===== config.mk =====
export PLATFORM = sky130hd
export DESIGN_NAME = i2c_regptr_target
export DESIGN_NICKNAME = d
export VERILOG_FILES = /design/src/rtl/i2c_rp_pkg.sv /design/src/rtl/i2c_rp_line_sync.sv /design/src/rtl/i2c_rp_regfile.sv /design/src/rtl/i2c_rp_engine.sv /design/src/rtl/i2c_regptr_target.sv
export SDC_FILE = /design/constraint.sdc
export NUM_CORES = 1
export LEC_CHECK = 0
export CORE_ASPECT_RATIO = 1.75
export CORE_MARGIN = 10
export CORE_UTILIZATION = 64
export CTS_CLUSTER_DIAMETER = 80
export DETAILED_ROUTE_END_ITERATION = 16
export DONT_BUFFER_PORTS = 1
export PLACE_DENSITY_LB_ADDON = 0.12
export SLEW_MARGIN = 15
export SYNTH_ARGS = -nofsm -noshare
export SYNTH_HDL_FRONTEND = slang
export SYNTH_SLANG_ARGS = --single-unit

===== constraint.sdc =====
create_clock -name clk_i -period 2.95 [get_ports clk_i]
set_clock_uncertainty 0.1 [all_clocks]
set_input_delay 0.4425 -clock clk_i [delete_from_list [all_inputs] [get_ports clk_i]]
set_output_delay 0.4425 -clock clk_i [all_outputs]
set_load 0.005 [all_outputs]

===== src/rtl/i2c_rp_pkg.sv =====
package i2c_rp_pkg;
  localparam int BYTE_W = 8;

  typedef enum logic [2:0] {
    ST_IDLE,
    ST_ADDR,
    ST_CMD,
    ST_WR,
    ST_ACK,
    ST_RD,
    ST_RACK,
    ST_SKIP
  } eng_st_e;
endpackage


===== src/rtl/i2c_rp_line_sync.sv =====
module i2c_rp_line_sync #(
  parameter int STAGES = 2
) (
  input  logic clk_i,
  input  logic rst_ni,
  input  logic scl_i,
  input  logic sda_i,
  output logic sda_o,
  output logic scl_rise_o,
  output logic scl_fall_o,
  output logic start_o,
  output logic stop_o
);
  // one extra stage keeps the previous synchronised level
  logic [STAGES:0] scl_sh, sda_sh;
  logic scl_s, scl_q, sda_s, sda_q;

  always_ff @(posedge clk_i or negedge rst_ni) begin
    if (!rst_ni) begin
      scl_sh <= '1;
      sda_sh <= '1;
    end else begin
      scl_sh <= {scl_sh[STAGES-1:0], scl_i};
      sda_sh <= {sda_sh[STAGES-1:0], sda_i};
    end
  end

  assign scl_s = scl_sh[STAGES-1];
  assign scl_q = scl_sh[STAGES];
  assign sda_s = sda_sh[STAGES-1];
  assign sda_q = sda_sh[STAGES];

  assign sda_o      = sda_s;
  assign scl_rise_o = scl_s & ~scl_q;
  assign scl_fall_o = ~scl_s & scl_q;
  assign start_o    = scl_s & scl_q & sda_q & ~sda_s;
  assign stop_o     = scl_s & scl_q & ~sda_q & sda_s;
endmodule


===== src/rtl/i2c_rp_regfile.sv =====
module i2c_rp_regfile #(
  parameter int NUM_REGS = 16,
  parameter int RO_IDX   = 0,
  parameter int DW       = 8,
  localparam int AW      = $clog2(NUM_REGS)
) (
  input  logic          clk_i,
  input  logic          rst_ni,
  input  logic          we_i,
  input  logic [AW-1:0] waddr_i,
  input  logic [DW-1:0] wdata_i,
  input  logic [AW-1:0] raddr_i,
  input  logic [DW-1:0] port_i,
  output logic [DW-1:0] rdata_o
);
  logic [DW-1:0] rd_vec [NUM_REGS];

  for (genvar g = 0; g < NUM_REGS; g++) begin : g_reg
    logic [DW-1:0] q;
    if (g == RO_IDX) begin : g_ro
      assign q = port_i;
    end else begin : g_rw
      always_ff @(posedge clk_i or negedge rst_ni) begin
        if (!rst_ni)                            q <= '0;
        else if (we_i && waddr_i == AW'(g))     q <= wdata_i;
      end
    end
    assign rd_vec[g] = q;
  end

  assign rdata_o = rd_vec[raddr_i];
endmodule


===== src/rtl/i2c_rp_engine.sv =====
module i2c_rp_engine
  import i2c_rp_pkg::*;
#(
  parameter logic [6:0] DEV_ADDR = 7'h3A,
  parameter int         AW       = 4,
  parameter int         RO_IDX   = 0
) (
  input  logic              clk_i,
  input  logic              rst_ni,
  input  logic              sda_s_i,
  input  logic              scl_rise_i,
  input  logic              scl_fall_i,
  input  logic              start_i,
  input  logic              stop_i,
  input  logic [BYTE_W-1:0] rdata_i,
  output logic              sda_oe_o,
  output logic              we_o,
  output logic [AW-1:0]     waddr_o,
  output logic [BYTE_W-1:0] wdata_o,
  output logic [AW-1:0]     ptr_o
);
  eng_st_e           state, after;
  logic [2:0]        cnt;
  logic [BYTE_W-1:0] sr;
  logic [AW-1:0]     ptr;
  logic              oe, ack_pend, rd_last, mack;
  logic [BYTE_W-1:0] nb;

  assign nb      = {sr[BYTE_W-2:0], sda_s_i};
  assign we_o    = (state == ST_WR) && scl_rise_i && (cnt == 3'd7) && !start_i && !stop_i
                   && (ptr != AW'(RO_IDX));
  assign waddr_o = ptr;
  assign wdata_o = nb;
  assign ptr_o   = ptr;
  assign sda_oe_o = oe;

  always_ff @(posedge clk_i or negedge rst_ni) begin
    if (!rst_ni) begin
      state    <= ST_IDLE;
      after    <= ST_IDLE;
      cnt      <= '0;
      sr       <= '0;
      ptr      <= '0;
      oe       <= 1'b0;
      ack_pend <= 1'b0;
      rd_last  <= 1'b0;
      mack     <= 1'b0;
    end else if (start_i) begin
      state    <= ST_ADDR;
      cnt      <= '0;
      oe       <= 1'b0;
      ack_pend <= 1'b0;
      rd_last  <= 1'b0;
      mack     <= 1'b0;
    end else if (stop_i) begin
      state    <= ST_IDLE;
      oe       <= 1'b0;
      ack_pend <= 1'b0;
      rd_last  <= 1'b0;
      mack     <= 1'b0;
    end else if (scl_rise_i) begin
      unique case (state)
        ST_ADDR, ST_CMD, ST_WR: begin
          sr  <= nb;
          cnt <= cnt + 3'd1;
          if (cnt == 3'd7) begin
            if (state == ST_ADDR) begin
              if (nb[7:1] == DEV_ADDR) begin
                ack_pend <= 1'b1;
                after    <= nb[0] ? ST_RD : ST_CMD;
              end else begin
                state <= ST_SKIP;
              end
            end else if (state == ST_CMD) begin
              ptr      <= nb[AW-1:0];
              ack_pend <= 1'b1;
              after    <= ST_WR;
            end else begin
              ptr      <= ptr + AW'(1);
              ack_pend <= 1'b1;
              after    <= ST_WR;
            end
          end
        end
        ST_RD: begin
          cnt <= cnt + 3'd1;
          if (cnt == 3'd7) rd_last <= 1'b1;
        end
        ST_RACK: begin
          if (sda_s_i) state <= ST_SKIP;  // host NACK
          else         mack  <= 1'b1;
        end
        default: ;
      endcase
    end else if (scl_fall_i) begin
      if (ack_pend) begin
        oe       <= 1'b1;
        ack_pend <= 1'b0;
        state    <= ST_ACK;
      end else begin
        unique case (state)
          ST_ACK: begin
            cnt <= '0;
            if (after == ST_RD) begin
              sr    <= rdata_i;
              oe    <= ~rdata_i[BYTE_W-1];
              ptr   <= ptr + AW'(1);
              state <= ST_RD;
            end else begin
              oe    <= 1'b0;
              state <= after;
            end
          end
          ST_RD: begin
            if (rd_last) begin
              oe      <= 1'b0;
              rd_last <= 1'b0;
              mack    <= 1'b0;
              state   <= ST_RACK;
            end else begin
              sr <= {sr[BYTE_W-2:0], 1'b0};
              oe <= ~sr[BYTE_W-2];
            end
          end
          ST_RACK: begin
            if (mack) begin
              mack  <= 1'b0;
              cnt   <= '0;
              sr    <= rdata_i;
              oe    <= ~rdata_i[BYTE_W-1];
              ptr   <= ptr + AW'(1);
              state <= ST_RD;
            end
          end
          default: ;
        endcase
      end
    end
  end
endmodule


===== src/rtl/i2c_regptr_target.sv =====
module i2c_regptr_target
  import i2c_rp_pkg::*;
#(
  parameter logic [6:0] DEV_ADDR    = 7'h3A,
  parameter int         NUM_REGS    = 16,
  parameter int         RO_IDX      = 0,
  parameter int         SYNC_STAGES = 2,
  localparam int        AW          = $clog2(NUM_REGS)
) (
  input  logic              clk_i,
  input  logic              rst_ni,
  input  logic              scl_i,
  input  logic              sda_i,
  output logic              sda_oe_o,
  input  logic [BYTE_W-1:0] port_pins_i
);
  logic              sda_s, scl_rise, scl_fall, start, stop;
  logic              we;
  logic [AW-1:0]     waddr, ptr;
  logic [BYTE_W-1:0] wdata, rdata;

  i2c_rp_line_sync #(.STAGES(SYNC_STAGES)) u_sync (
    .clk_i      (clk_i),
    .rst_ni     (rst_ni),
    .scl_i      (scl_i),
    .sda_i      (sda_i),
    .sda_o      (sda_s),
    .scl_rise_o (scl_rise),
    .scl_fall_o (scl_fall),
    .start_o    (start),
    .stop_o     (stop)
  );

  i2c_rp_engine #(.DEV_ADDR(DEV_ADDR), .AW(AW), .RO_IDX(RO_IDX)) u_engine (
    .clk_i      (clk_i),
    .rst_ni     (rst_ni),
    .sda_s_i    (sda_s),
    .scl_rise_i (scl_rise),
    .scl_fall_i (scl_fall),
    .start_i    (start),
    .stop_i     (stop),
    .rdata_i    (rdata),
    .sda_oe_o   (sda_oe_o),
    .we_o       (we),
    .waddr_o    (waddr),
    .wdata_o    (wdata),
    .ptr_o      (ptr)
  );

  i2c_rp_regfile #(.NUM_REGS(NUM_REGS), .RO_IDX(RO_IDX), .DW(BYTE_W)) u_regs (
    .clk_i   (clk_i),
    .rst_ni  (rst_ni),
    .we_i    (we),
    .waddr_i (waddr),
    .wdata_i (wdata),
    .raddr_i (ptr),
    .port_i  (port_pins_i),
    .rdata_o (rdata)
  );
endmodule


**Yosys cells after proc, flatten, opt, wreduce, memory -nomap -nowiden**

Index checks and enable logic that the tools add are counted.

- Bits of input ports: 12
- Word-level logic and storage cells: 223
- Output and inout port bits: 1
- Bits in registers: 150

- Mux-type cells: 80
- Reduce and logical (&&, ||, !) cells: 45
- Add/sub/neg operators: 2
- Eq/ne operators: 53
- Bitwise operators: 16
- Order comparisons: 1

Operators by type and width:

| kind | count |
|---|---|
| $mux W3 | 22 |
| $mux W7 | 7 |
| $mux W4 | 9 |
| $bmux W8 S4 | 1 |
| $eq A4 B4 Y1 const B | 8 |
| $mux W1 | 32 |
| $ne A5 B5 Y1 const B | 6 |
| $pmux W7 S3 | 1 |
| $logic_and A1 B1 Y1 | 20 |
| $ne A4 B4 Y1 const B | 5 |
| $reduce_bool A4 Y1 | 5 |
| $reduce_and A6 Y1 | 3 |
| $reduce_and A9 Y1 | 2 |
| $eq A4 B3 Y1 const B | 4 |
| $mux W8 | 2 |
| $eq A3 B3 Y1 const B | 5 |
| $ne A6 B1 Y1 const B | 2 |
| $pmux W3 S2 | 2 |
| $ne A5 B1 Y1 const B | 2 |
| $reduce_and A10 Y1 | 1 |
| $ne A3 B1 Y1 const B | 3 |
| $pmux W3 S3 | 1 |
| $reduce_bool A3 Y1 | 3 |
| $eq A4 B2 Y1 const B | 2 |
| other kinds (27) | 49 |

**Logic depth before layout (Yosys ltp)**

Gate-level depths: netlist of run 1.

- Word-level depth: 12
- Mapped depth: 10
- Mapped depth without buffers: 7

**Hierarchy**

Synthesis of run 1 repeated with hierarchy kept, for this count alone.

- Cells, all modules: 539
- Area total of the unflattened synthesis: 7394.6 sq um

Modules (own cells, without submodules):

| module | cells an instance | times used | area each (sq um) | seq. area each (sq um) |
|---|---|---|---|---|
| i2c_rp_regfile | 346 | 1 | 5515.3 | 3002.9 |
| i2c_rp_engine | 183 | 1 | 1689.1 | 600.6 |
| i2c_rp_line_sync | 10 | 1 | 190.2 | 157.7 |

**Worst setup path after synthesis of run 1**

OpenSTA, ideal clock, no wires.

- Kind: flip-flop to flip-flop
- Start point: register u_sync.scl_sh[1]
- End point: register u_regs.g_reg[8].q[1]
- Path buffers: 3
- Cell stages (with the launch flop): 9
- Arrival time: 1953 ps
- Setup slack: 770 ps
- Clock period less this slack: 2180 ps
- Library setup time: 128 ps
- Data required time: 2722 ps
- Cells stage by stage: dfstp_2 > ha_1 > buf_2 > nand3_1 > a211oi_2 > buf_2 > and3_1 > buf_4 > mux2_1

- Longest elaborated chain between the ends: 8
- Elaborated cells between the ends (all ways): 14
- Those cells by class: 6 x bitwise; 8 x reduce/logical

RTL lines:

| what | line | source |
|---|---|---|
| start: declaration | i2c_rp_line_sync.sv:15 | `logic [STAGES:0] scl_sh, sda_sh;` |
| start signal: assignment | i2c_rp_line_sync.sv:23 | `scl_sh <= {scl_sh[STAGES-1:0], scl_i};` |
| $and A1 B1 Y1 | i2c_rp_line_sync.sv:36, i2c_rp_line_sync.sv:37 |  |
| $and A1 B1 Y1 (2 in series) | i2c_rp_line_sync.sv:36 | `assign start_o = scl_s & scl_q & sda_q & ~sda_s;` |
| $logic_not A1 Y1 | i2c_rp_engine.sv:30 | `assign we_o = (state == ST_WR) && scl_rise_i && (cnt == 3'd7) && !start_i && !stop_i` |
| $logic_and A1 B1 Y1 | i2c_rp_engine.sv:30 |  |
| $logic_and A1 B1 Y1 * | i2c_rp_engine.sv:30 |  |
| $logic_and A1 B1 Y1 * | i2c_rp_engine.sv:31 | `&& (ptr != AW'(RO_IDX));` |
| $logic_and A1 B1 Y1 * | i2c_rp_regfile.sv:25 | `else if (we_i && waddr_i == AW'(g)) q <= wdata_i;` |
| end signal: assignment | i2c_rp_regfile.sv:25 |  |
| end: declaration | i2c_rp_regfile.sv:19 | `logic [DW-1:0] q;` |

Mark *: on every way between the ends. The rest lies on a longest branch, timed or not.
A chain may end at the register's enable or synchronous reset.

**Worst setup path after layout of run 1**

- Start point: register u_sync.scl_sh[1]
- End point: register u_regs.g_reg[1].q[6]

- Longest elaborated chain between the ends: 8
- Elaborated cells between the ends (all ways): 14
- Those cells by class: 6 x bitwise; 8 x reduce/logical

RTL lines:

| what | line |
|---|---|
| $and A1 B1 Y1 | i2c_rp_line_sync.sv:36, i2c_rp_line_sync.sv:37 |
| $and A1 B1 Y1 (2 in series) | i2c_rp_line_sync.sv:36 |
| $logic_not A1 Y1 | i2c_rp_engine.sv:30 |
| $logic_and A1 B1 Y1 | i2c_rp_engine.sv:30 |
| $logic_and A1 B1 Y1 * | i2c_rp_engine.sv:30 |
| $logic_and A1 B1 Y1 * | i2c_rp_engine.sv:31 |
| $logic_and A1 B1 Y1 * | i2c_rp_regfile.sv:25 |
| end signal: assignment | i2c_rp_regfile.sv:25 |
| end: declaration | i2c_rp_regfile.sv:19 |

Marks and branches as above.

==> impl.org, run 1 <==
** Outcome
- Result of the run :: finished, violations left
- The final reports fail on hold timing.

** Floorplanning
- Starting density of the core :: 65.7%
- In this run the vertical extent of the chip is 162 um.
- Width of the die :: 101 um
- The floorplan step defined a die boundary enclosing 0.0164 mm2.
- During I/O placement, the number of pins put on the boundary was 13.
- The floorplan has 51 rows.
- CORE AREA :: 0.0112 mm2

** Setup path
- STA puts the critical path data required time at 3.15 ns.
- Data on the critical path arrives at its endpoint at 2.90 ns.
- The largest individual stage delay along the critical path comes from the cell sky130_fd_sc_hd__and4b_1.
- In this run the worst path has a maximum fanout of 15.
- STA classifies the critical path startpoint as a flip-flop.
- The number of cells on the worst reg-to-reg path is 6.
- Across all register-to-register paths, the minimum setup slack is 0.25 ns.
- The critical path in this run is classified as reg -> reg.
- The startpoint identified for the worst register-to-register timing path is u_sync.scl_sh[1].
- Cells along the critical path :: ha_1 > nand3_1 > a211oi_2 > buf_4 > and4b_1 > mux2_1
- Reg2reg end :: u_regs.g_reg[1].q[6]
- The largest single stage delay on the critical path is 0.63 ns.
- The worst setup path is captured at a flip-flop.

** Place
- Total of buffers placed on input and output ports :: 0
- The HPWL after detailed placement is 13.2 mm.
- DP Area :: 0.00748 mm2
- At the end of routability-driven placement, the weighted congestion stood at 0.912.

** Global route
- Number of global-route vias before repair :: 5335
- The first global-routing pass estimated 30.4 mm of wire.
- Largest net degree at the start of global routing :: 151
- Total routing resource utilization after global routing :: 24.5%
- Initial antenna violation count :: 0
- Overflow left after global routing :: 0

** Clock network
- TritonCTS clock tree :: done
- Buffers inserted to repair hold after CTS numbered 2.
- In this run the deepest clock path goes through 2 buffers.
- Clock tree root driver cell :: sky130_fd_sc_hd__clkbuf_16
- Number of buffers inserted during clock tree synthesis :: 17
- The H-tree generated during clock tree synthesis spans 4 levels.
- The clock reaches the later pin of the worst-skew pair after 0.42 ns.
- Clock Sinks :: 150
- Clock slew seen by the registers of the worst setup and hold paths :: 0.06 ns
- After clock tree synthesis, the setup repair step added 0 buffers.
- In this run, post-CTS repair resized a total of 0 instances.

** Route
- The detailed router placed 5040 vias in this run.
- For this run, design rule violations remaining after detail routing come to 0.
- Starting DRT DRC Count :: 390
- In this run the remaining antenna-violating nets after routing total 0.
- The final layout contains routed wiring with a total length of 18.9 mm.
- First-pass iteration count of the detailed router :: 5
- Detail-routed net length per standard cell :: 25.9 um
- Vias per Instance :: 6.89

** Timing
- Hold violation total from the final report :: 150
- The max-slew violation total from the final report came to 0.
- Fin crit share :: 91.5%
- Fin Hold WS :: -0.387 ns
- Maximum frequency from static timing analysis :: 0.370 GHz
- Period minus WS final :: 2.70 ns
- Slew Limit Headroom :: 57.0%
- Post-route setup TNS :: 0 ns
- Setup repair after global routing missed its margin :: false
- For the pin with the worst max-slew slack, the measured transition is 0.642 ns.
- Number of setup violations in the final report :: 0

** Hold path
- Path type of the worst min-delay path :: in -> async

** Final layout
- Layout Area Growth over Synthesis :: 9.63%
- Summing all non-filler instances in the final layout gives an area of 0.00809 mm2.
- Post-layout net count :: 608
- Fraction of final layout cells sized beyond drive strength 1 :: 18.0%
- # diodes :: 0

** Synth
- Mean Syn Cell Area :: 12.5 um2
- The cell area that synthesis handed to floorplanning was 0.00738 mm2.
- Number of instances in the synthesized netlist :: 589
- Summing the sequential cell areas from Yosys gives 51.0% of the chip area.
- The synthesized netlist devotes 9.97% of its cell area to compound gates.
- For this run, the leading register cell type out of synthesis is sky130_fd_sc_hd__dfrtp_1.
- In the synthesized netlist, mux cells make up 24.4% of the area.
- Total number of yosys warnings :: 0
- Largest family of logic cells by synthesized area :: multiplexers
- In this run, synthesis inferred 0 flip-flops with an integrated enable.
- Total of flip-flops plus latches after synthesis :: 150
- Share of async-settable or async-resettable flops after synthesis :: 100%
- After Yosys synthesis, XOR and XNOR cells account for 0.339% of the synthesized area.
- Counting distinct cell types in the post-synthesis netlist gives 62.
- After Yosys synthesis, and, or, nand and nor cells account for 8.41% of the synthesized area.
- Syn_nets :: 610
- The synthesized netlist devotes 1.53% of its cell area to adder and majority cells.

** Power and ir drop
- Of the total power, registers draw 39.9%.
- Net switching is 34.0% of the power.
- Net switching power of the design :: 2.11 mW
- Worst ir drop on vdd :: 0.457 mV
- Cell leakage power :: 3.77 nW
- For this design the ratio of total power to cell area is 767 mW/mm2.
- Internal portion of total power :: 4.10 mW
- Per report_power, the clock group accounts for 34.7% of the total.
- Portion of total power attributed to combinational logic :: 25.4%

** Job
- Max Cap Viol :: 0
worst max-delay path by stage:
stage | from | endpoint | slack, ns
final | u_sync.scl_sh[1] | u_regs.g_reg[1].q[6] | 0.25
after detailed placement | u_sync.scl_sh[1] | u_regs.g_reg[1].q[6] | 0.27
after floorplan | u_sync.scl_sh[1] | u_regs.g_reg[8].q[1] | 0.77
after global placement | u_sync.scl_sh[1] | u_regs.g_reg[1].q[3] | 0.39
after CTS | u_sync.scl_sh[1] | u_regs.g_reg[1].q[6] | 0.26
after global routing | u_sync.scl_sh[1] | u_regs.g_reg[1].q[6] | 0.16
power groups by stage:
stage	registers [mW]	clock network [mW]	logic [mW]
finish	2.47	2.15	1.58
global route	2.49	2.26	1.69
CTS	2.46	2.18	1.56
detailed placement	2.50	0	1.54
global placement	2.50	0	1.53
floorplan	2.29	0	1.26
area by class of cell:
cell class	instances	area [um2]
Inverter	14	52.6
Tap cell	132	165
Clock buffer	19	443
Clock inverter	13	144
Fill cell	743	3140
Sequential cell	150	3760
Multi-Input combinational cell	378	3300
Timing Repair Buffer	26	225
synth_stat cells (4+ instances only):
library cell	number	area, um2
sky130_fd_sc_hd__nor3_1	7	35.0
sky130_fd_sc_hd__clkbuf_1	13	48.8
sky130_fd_sc_hd__buf_6	4	45.0
sky130_fd_sc_hd__dfstp_2	6	158
sky130_fd_sc_hd__nor2_1	9	33.8
sky130_fd_sc_hd__a22oi_1	10	75.1
sky130_fd_sc_hd__buf_4	6	45.0
sky130_fd_sc_hd__inv_1	10	37.5
sky130_fd_sc_hd__nand2b_1	6	37.5
sky130_fd_sc_hd__buf_2	23	115
sky130_fd_sc_hd__nand2_1	53	199
sky130_fd_sc_hd__a31oi_1	5	31.3
sky130_fd_sc_hd__mux2_1	83	935
sky130_fd_sc_hd__mux2i_1	17	170
sky130_fd_sc_hd__dfrtp_1	144	3600
sky130_fd_sc_hd__and3_1	7	43.8
sky130_fd_sc_hd__a21oi_1	20	100
sky130_fd_sc_hd__nor2b_1	6	37.5
sky130_fd_sc_hd__nand3_1	10	50.1
sky130_fd_sc_hd__ha_1	9	113
sky130_fd_sc_hd__mux4_2	30	676
sky130_fd_sc_hd__o21ai_1	51	255
sky130_fd_sc_hd__a22o_1	5	43.8
sequential cells by signal, summed over array words and instances, names as in the netlist:
name               flops
u_engine.ack_pend      1
u_engine.after         3
u_engine.sr            7
u_engine.rd_last       1
u_engine.sda_oe_o      1
u_regs.g.q           120
u_engine.mack          1
u_engine.cnt           3
u_engine.ptr_o         4
u_sync.scl_sh          3
u_engine.state         3
u_sync.sda_sh          3
cell families (layout without fill, tap and decap cells):
group / Yosys count / after routing
flip-flops: 150 / 150
multiplexers: 132 / 132
AND/OR/NAND/NOR: 119 / 119
AO/OA/AOI/OAI: 116 / 116
buffers and inverters: 61 / 72
adder cells (fa/ha/maj): 9 / 9
XOR/XNOR: 2 / 2
per-layer routing:
layer	share of wire (%)	wire, um	GRT usage [%]	up-vias
li1	-	-	-	2155
met1	35	6640	26.3	2593
met2	54	10200	42.1	219
met3	4.5	850	4.50	73
met4	6.4	1200	16.5	0
met5	0	0	0	-
placed cells by master (no fill, tap or decap), drive strengths merged, types with 3 or more instances in the layout:
cell,count
dfrtp,144
mux2,85
o21ai,54
nand2,53
mux4,30
buf,24
a21oi,20
clkbuf,19
mux2i,17
inv,16
a22oi,10
nand3,10
nor2,10
nor3,10
ha,9
clkinv,8
and3,7
nor2b,6
nand2b,6
dfstp,6
a31oi,5
a22o,5
and4b,3
through the flow:
step | hold slack (ns) | util, % | total power [mW] | worst slack, ns | cells
floorplan | 0.0469 | - | 3.55 | 0.770 | 589
global placement | 0.0523 | 66.6 | 4.03 | 0.386 | 698
detailed placement | 0.0519 | 66.6 | 4.04 | 0.275 | 698
CTS | -0.398 | 72.0 | 6.21 | 0.255 | 732
global route | -0.404 | 72.0 | 6.44 | 0.157 | 732
finish | -0.387 | 72.0 | 6.20 | 0.250 | 732
critical path: cells and delay by family, from the launching register on:
kind	cells	cell delay, ns
fa+ha+maj	1	0.34
compound gates	1	0.19
buf+inv	1	0.23
mux	1	0.39
simple gates	2	0.78
flops	1	0.56
(Power assumes the default switching activity.)
==> run 2, diff against run 1 <==
SYNTH_HIERARCHICAL = 1   (was default)
==> impl.org, run 2 <==
** Setup path
- In this run the worst path has a maximum fanout of 8.
- CP Data Arrival Time :: 3.00 ns
- At the worst endpoint, the required time is 3.15 ns.
- By instance count, the cell type seen most on the critical path is sky130_fd_sc_hd__buf_4.
- The slowest stage of the critical path belongs to the cell sky130_fd_sc_hd__dfstp_2.
- STA classifies the critical path startpoint as a flip-flop.
- Start-to-end type of the worst setup path :: reg -> reg
- Biggest cell delay along the critical path :: 0.52 ns
- Walking the worst path, the cells encountered are and4b_1 > nor2_1 > nand4_1 > a211oi_1 > buf_4 > nor3b_1 > nor2b_1 > buf_4 > mux2_2.
- STA classifies the critical path endpoint as a flip-flop.

** Final layout
- 0 antenna diodes ended up in the layout.
- Leaving out fill and tap cells, the most frequent cells in the layout are sky130_fd_sc_hd__dfrtp_1 (143), sky130_fd_sc_hd__mux2_2 (137), sky130_fd_sc_hd__buf_4 (32), sky130_fd_sc_hd__mux4_2 (32), sky130_fd_sc_hd__nand2_1 (24).
- Fraction of final layout cells sized beyond drive strength 1 :: 45.0%
- Registers take 0.00376 mm2.
- Final core utilization :: 73.4%
- Most frequent standard cell in the layout excluding fill and tap cells :: sky130_fd_sc_hd__dfrtp_1
- From synthesis to final layout, the design area changed by 11.5%.
- Largest register by flop count :: u_regs/g.q
- Post-layout net count :: 573
- The layout has 725 filler cells.
- Flip-flop count of the largest register after layout :: 120
- Summing all multi-input logic gate instances after layout gives 0.00340 mm2.

** Synth
- In this run, synthesis inferred 0 flip-flops with an integrated enable.
- Synth area leaders :: sky130_fd_sc_hd__dfrtp_1 (49%), sky130_fd_sc_hd__mux2_2 (21%), sky130_fd_sc_hd__mux4_2 (9.7%)
- Counting flops and latches in the post-synthesis netlist gives 150.
- Cell types with the highest counts after synthesis :: sky130_fd_sc_hd__dfrtp_1 (144), sky130_fd_sc_hd__mux2_2 (137), sky130_fd_sc_hd__mux4_2 (32)
- Share of async-settable or async-resettable flops after synthesis :: 100%
- Mean Syn Cell Area :: 13.7 um2
- Post-synthesis cell area :: 0.00739 mm2
- In the post-synthesis netlist, the cell with the most instances is sky130_fd_sc_hd__dfrtp_1.
- Number of instances in the synthesized netlist :: 539
- Yosys printed 6 warnings.
- After synthesis, flip-flops and latches occupy 50.9% of the total area.
- Of all cell types, the one taking the most synthesized area is sky130_fd_sc_hd__dfrtp_1.
- When the netlist entered floorplanning its net count stood at 555.
- Among all flip-flop cells after synthesis, the most frequent one is sky130_fd_sc_hd__dfrtp_1.
- Yosys mapped the design onto 52 distinct sky130hd cell types.
- Area share of the largest cell type after synthesis :: 48.7%

** Floorplanning
- IO Pins :: 13
- Height of the die :: 162 um
- Width of the die :: 101 um
- CORE AREA :: 0.0112 mm2
- The die covers 0.0164 mm2.
- Starting density of the core :: 65.8%
- Row generation in the floorplan step produced 51 rows.

** Clock network
- Clock latency reported for the late side of the worst-skew pair :: 0.42 ns
- TritonCTS built the clock tree.
- Post-CTS repair changed the size of 0 cells.
- The H-tree generated during clock tree synthesis spans 4 levels.
- Clock slew seen by the registers of the worst setup and hold paths :: 0.06 ns
- The longest clock path from root to sink contains 2 buffers.
- Clock tree root driver cell :: sky130_fd_sc_hd__clkbuf_16
- For this design, the CTS-stage hold fixing added 2 buffers.
- TritonCTS created 17 clock buffers.
- Post-CTS repair timing setup buffer count :: 0
- For this design, the sink count on the clock tree is 150.

** Timing
- Measured against its own limit, the worst slew margin works out to 45.8%.
- Number of setup violations in the final report :: 0
- The max-slew violation total from the final report came to 0.
- In the final timing run, aggregate negative setup slack is 0 ns.
- Hold timing on the final database bottoms out at a slack of -0.385 ns.
- Based on the critical path, the design can be clocked at up to 0.357 GHz.
- After layout, the worst path uses 95.0% of the clock period.
- Hold violation total from the final report :: 150
- Setup slack after layout :: 0.147 ns
- Slew of the pin with the lowest slew margin :: 0.810 ns
- Setup repair after global routing left no endpoint under its margin.
- The smallest clock period supported by the final layout is computed as 2.80 ns.

** Outcome
- The run finished, with violations left.
- Violations in the final reports :: hold timing

** Global route
- Total routing resource utilization after global routing :: 21.5%
- Largest net degree at the start of global routing :: 151
- Overflow left after global routing :: 0
- Number of global-route vias before repair :: 5093
- Initial antenna violation count :: 0
- Wire length of the first global-routing pass :: 27.2 mm

** Power and ir drop
- The analysis attributes to cell leakage a power of 3.86 nW.
- Total power :: 6.09 mW
- Power spread over the standard cell area amounts to 738 mW/mm2.
- Worst ir drop on vdd :: 0.520 mV

** Route
- Post-detailed-routing wire length :: 16.8 mm
- The first TritonRoute pass finished after 5 iterations.
- Vias per Instance :: 6.60
- Routed Antenna Nets :: 0
- Starting DRT DRC Count :: 203
- Total DRC errors in the routed layout :: 0
- The routed layout has 4624 vias.
- Dividing the detail-routed wire length by the instance count gives 23.9 um.

** Place
- Worst slack, placed :: 0.214 ns
- Final weighted congestion of routability-driven global placement :: 0.995
- Port buffering added 0 buffers.
- Detail Placement HPWL :: 11.5 mm

** Job
- Max Cap Viol :: 0

** Hold path
- The path class of the tightest hold or removal check is in -> async.
run 2: changes by cell type after synthesis, sizes merged, moves of 9 or more:
cell,previous run,this run
buf,34,25
mux2,85,137
mux2i,17,5
nand2,53,24
nor2,10,24
o21ai,54,10
run 2: worst paths after layout:
path | end | start | cells past startpoint | slack, ns
max | u_regs/g_reg[3].q[4] | u_sync/sda_sh[2] | 9 | 0.15
min | u_regs/g_reg[11].q[1] | rst_ni | 0 | -0.38
max reg2reg | u_regs/g_reg[3].q[4] | u_sync/sda_sh[2] | 9 | 0.15
min reg2reg | u_sync/scl_sh[1] | u_sync/scl_sh[0] | 0 | 0.26
max in group asynchronous | u_engine/ptr_o[0] | rst_ni | 0 | 2.85
min in group clk_i | u_sync/scl_sh[1] | u_sync/scl_sh[0] | 0 | 0.26
run 2: kinds of logic after synthesis:
| group | share of synthesized area, % |
|---|---|
| adder cells (fa/ha/maj) | 0.677 |
| multiplexers | 31.3 |
| AND/OR/NAND/NOR | 7.87 |
| AO/OA/AOI/OAI | 6.14 |
| buffers and inverters | 3.16 |
| flip-flops | 50.9 |
run 2: power breakdown:
group | internal [mW] | switching (mW) | total [mW]
logic | 0.606 | 0.778 | 1.38
registers | 2.16 | 0.323 | 2.49
clock network | 1.36 | 0.855 | 2.22
run 2: layer usage:
metal	GRT usage (%)	routed length [um]	part of all wire (%)
met1	22.9	6070	36
met2	39.6	9800	58
met3	4.29	422	2.5
met4	8.52	478	2.9
met5	0	0	0
run 2: cell type report:
type | count | share of cell area [%]
inverters | 8 | 0.364
clock inverters | 12 | 2.03
clock buffers | 19 | 5.37
well taps | 132 | 2.00
multi-input cells | 345 | 41.2
repair buffers | 35 | 3.40
flip-flops and latches | 150 | 45.6
run 2: critical path, delay by kind of cell, from the launching register on:
family / cells / cell delay (ns)
AND/OR/NAND/NOR: 5 / 1.07
flip-flops: 1 / 0.52
AO/OA/AOI/OAI: 1 / 0.27
buffers and inverters: 2 / 0.37
multiplexers: 1 / 0.35
run 2: per-stage QoR:
stage	area (um2)	std cells
after floorplan	7390	539
after CTS	8250	701
after global placement	7620	668
final	8250	701
after global routing	8250	701
after detailed placement	7620	668
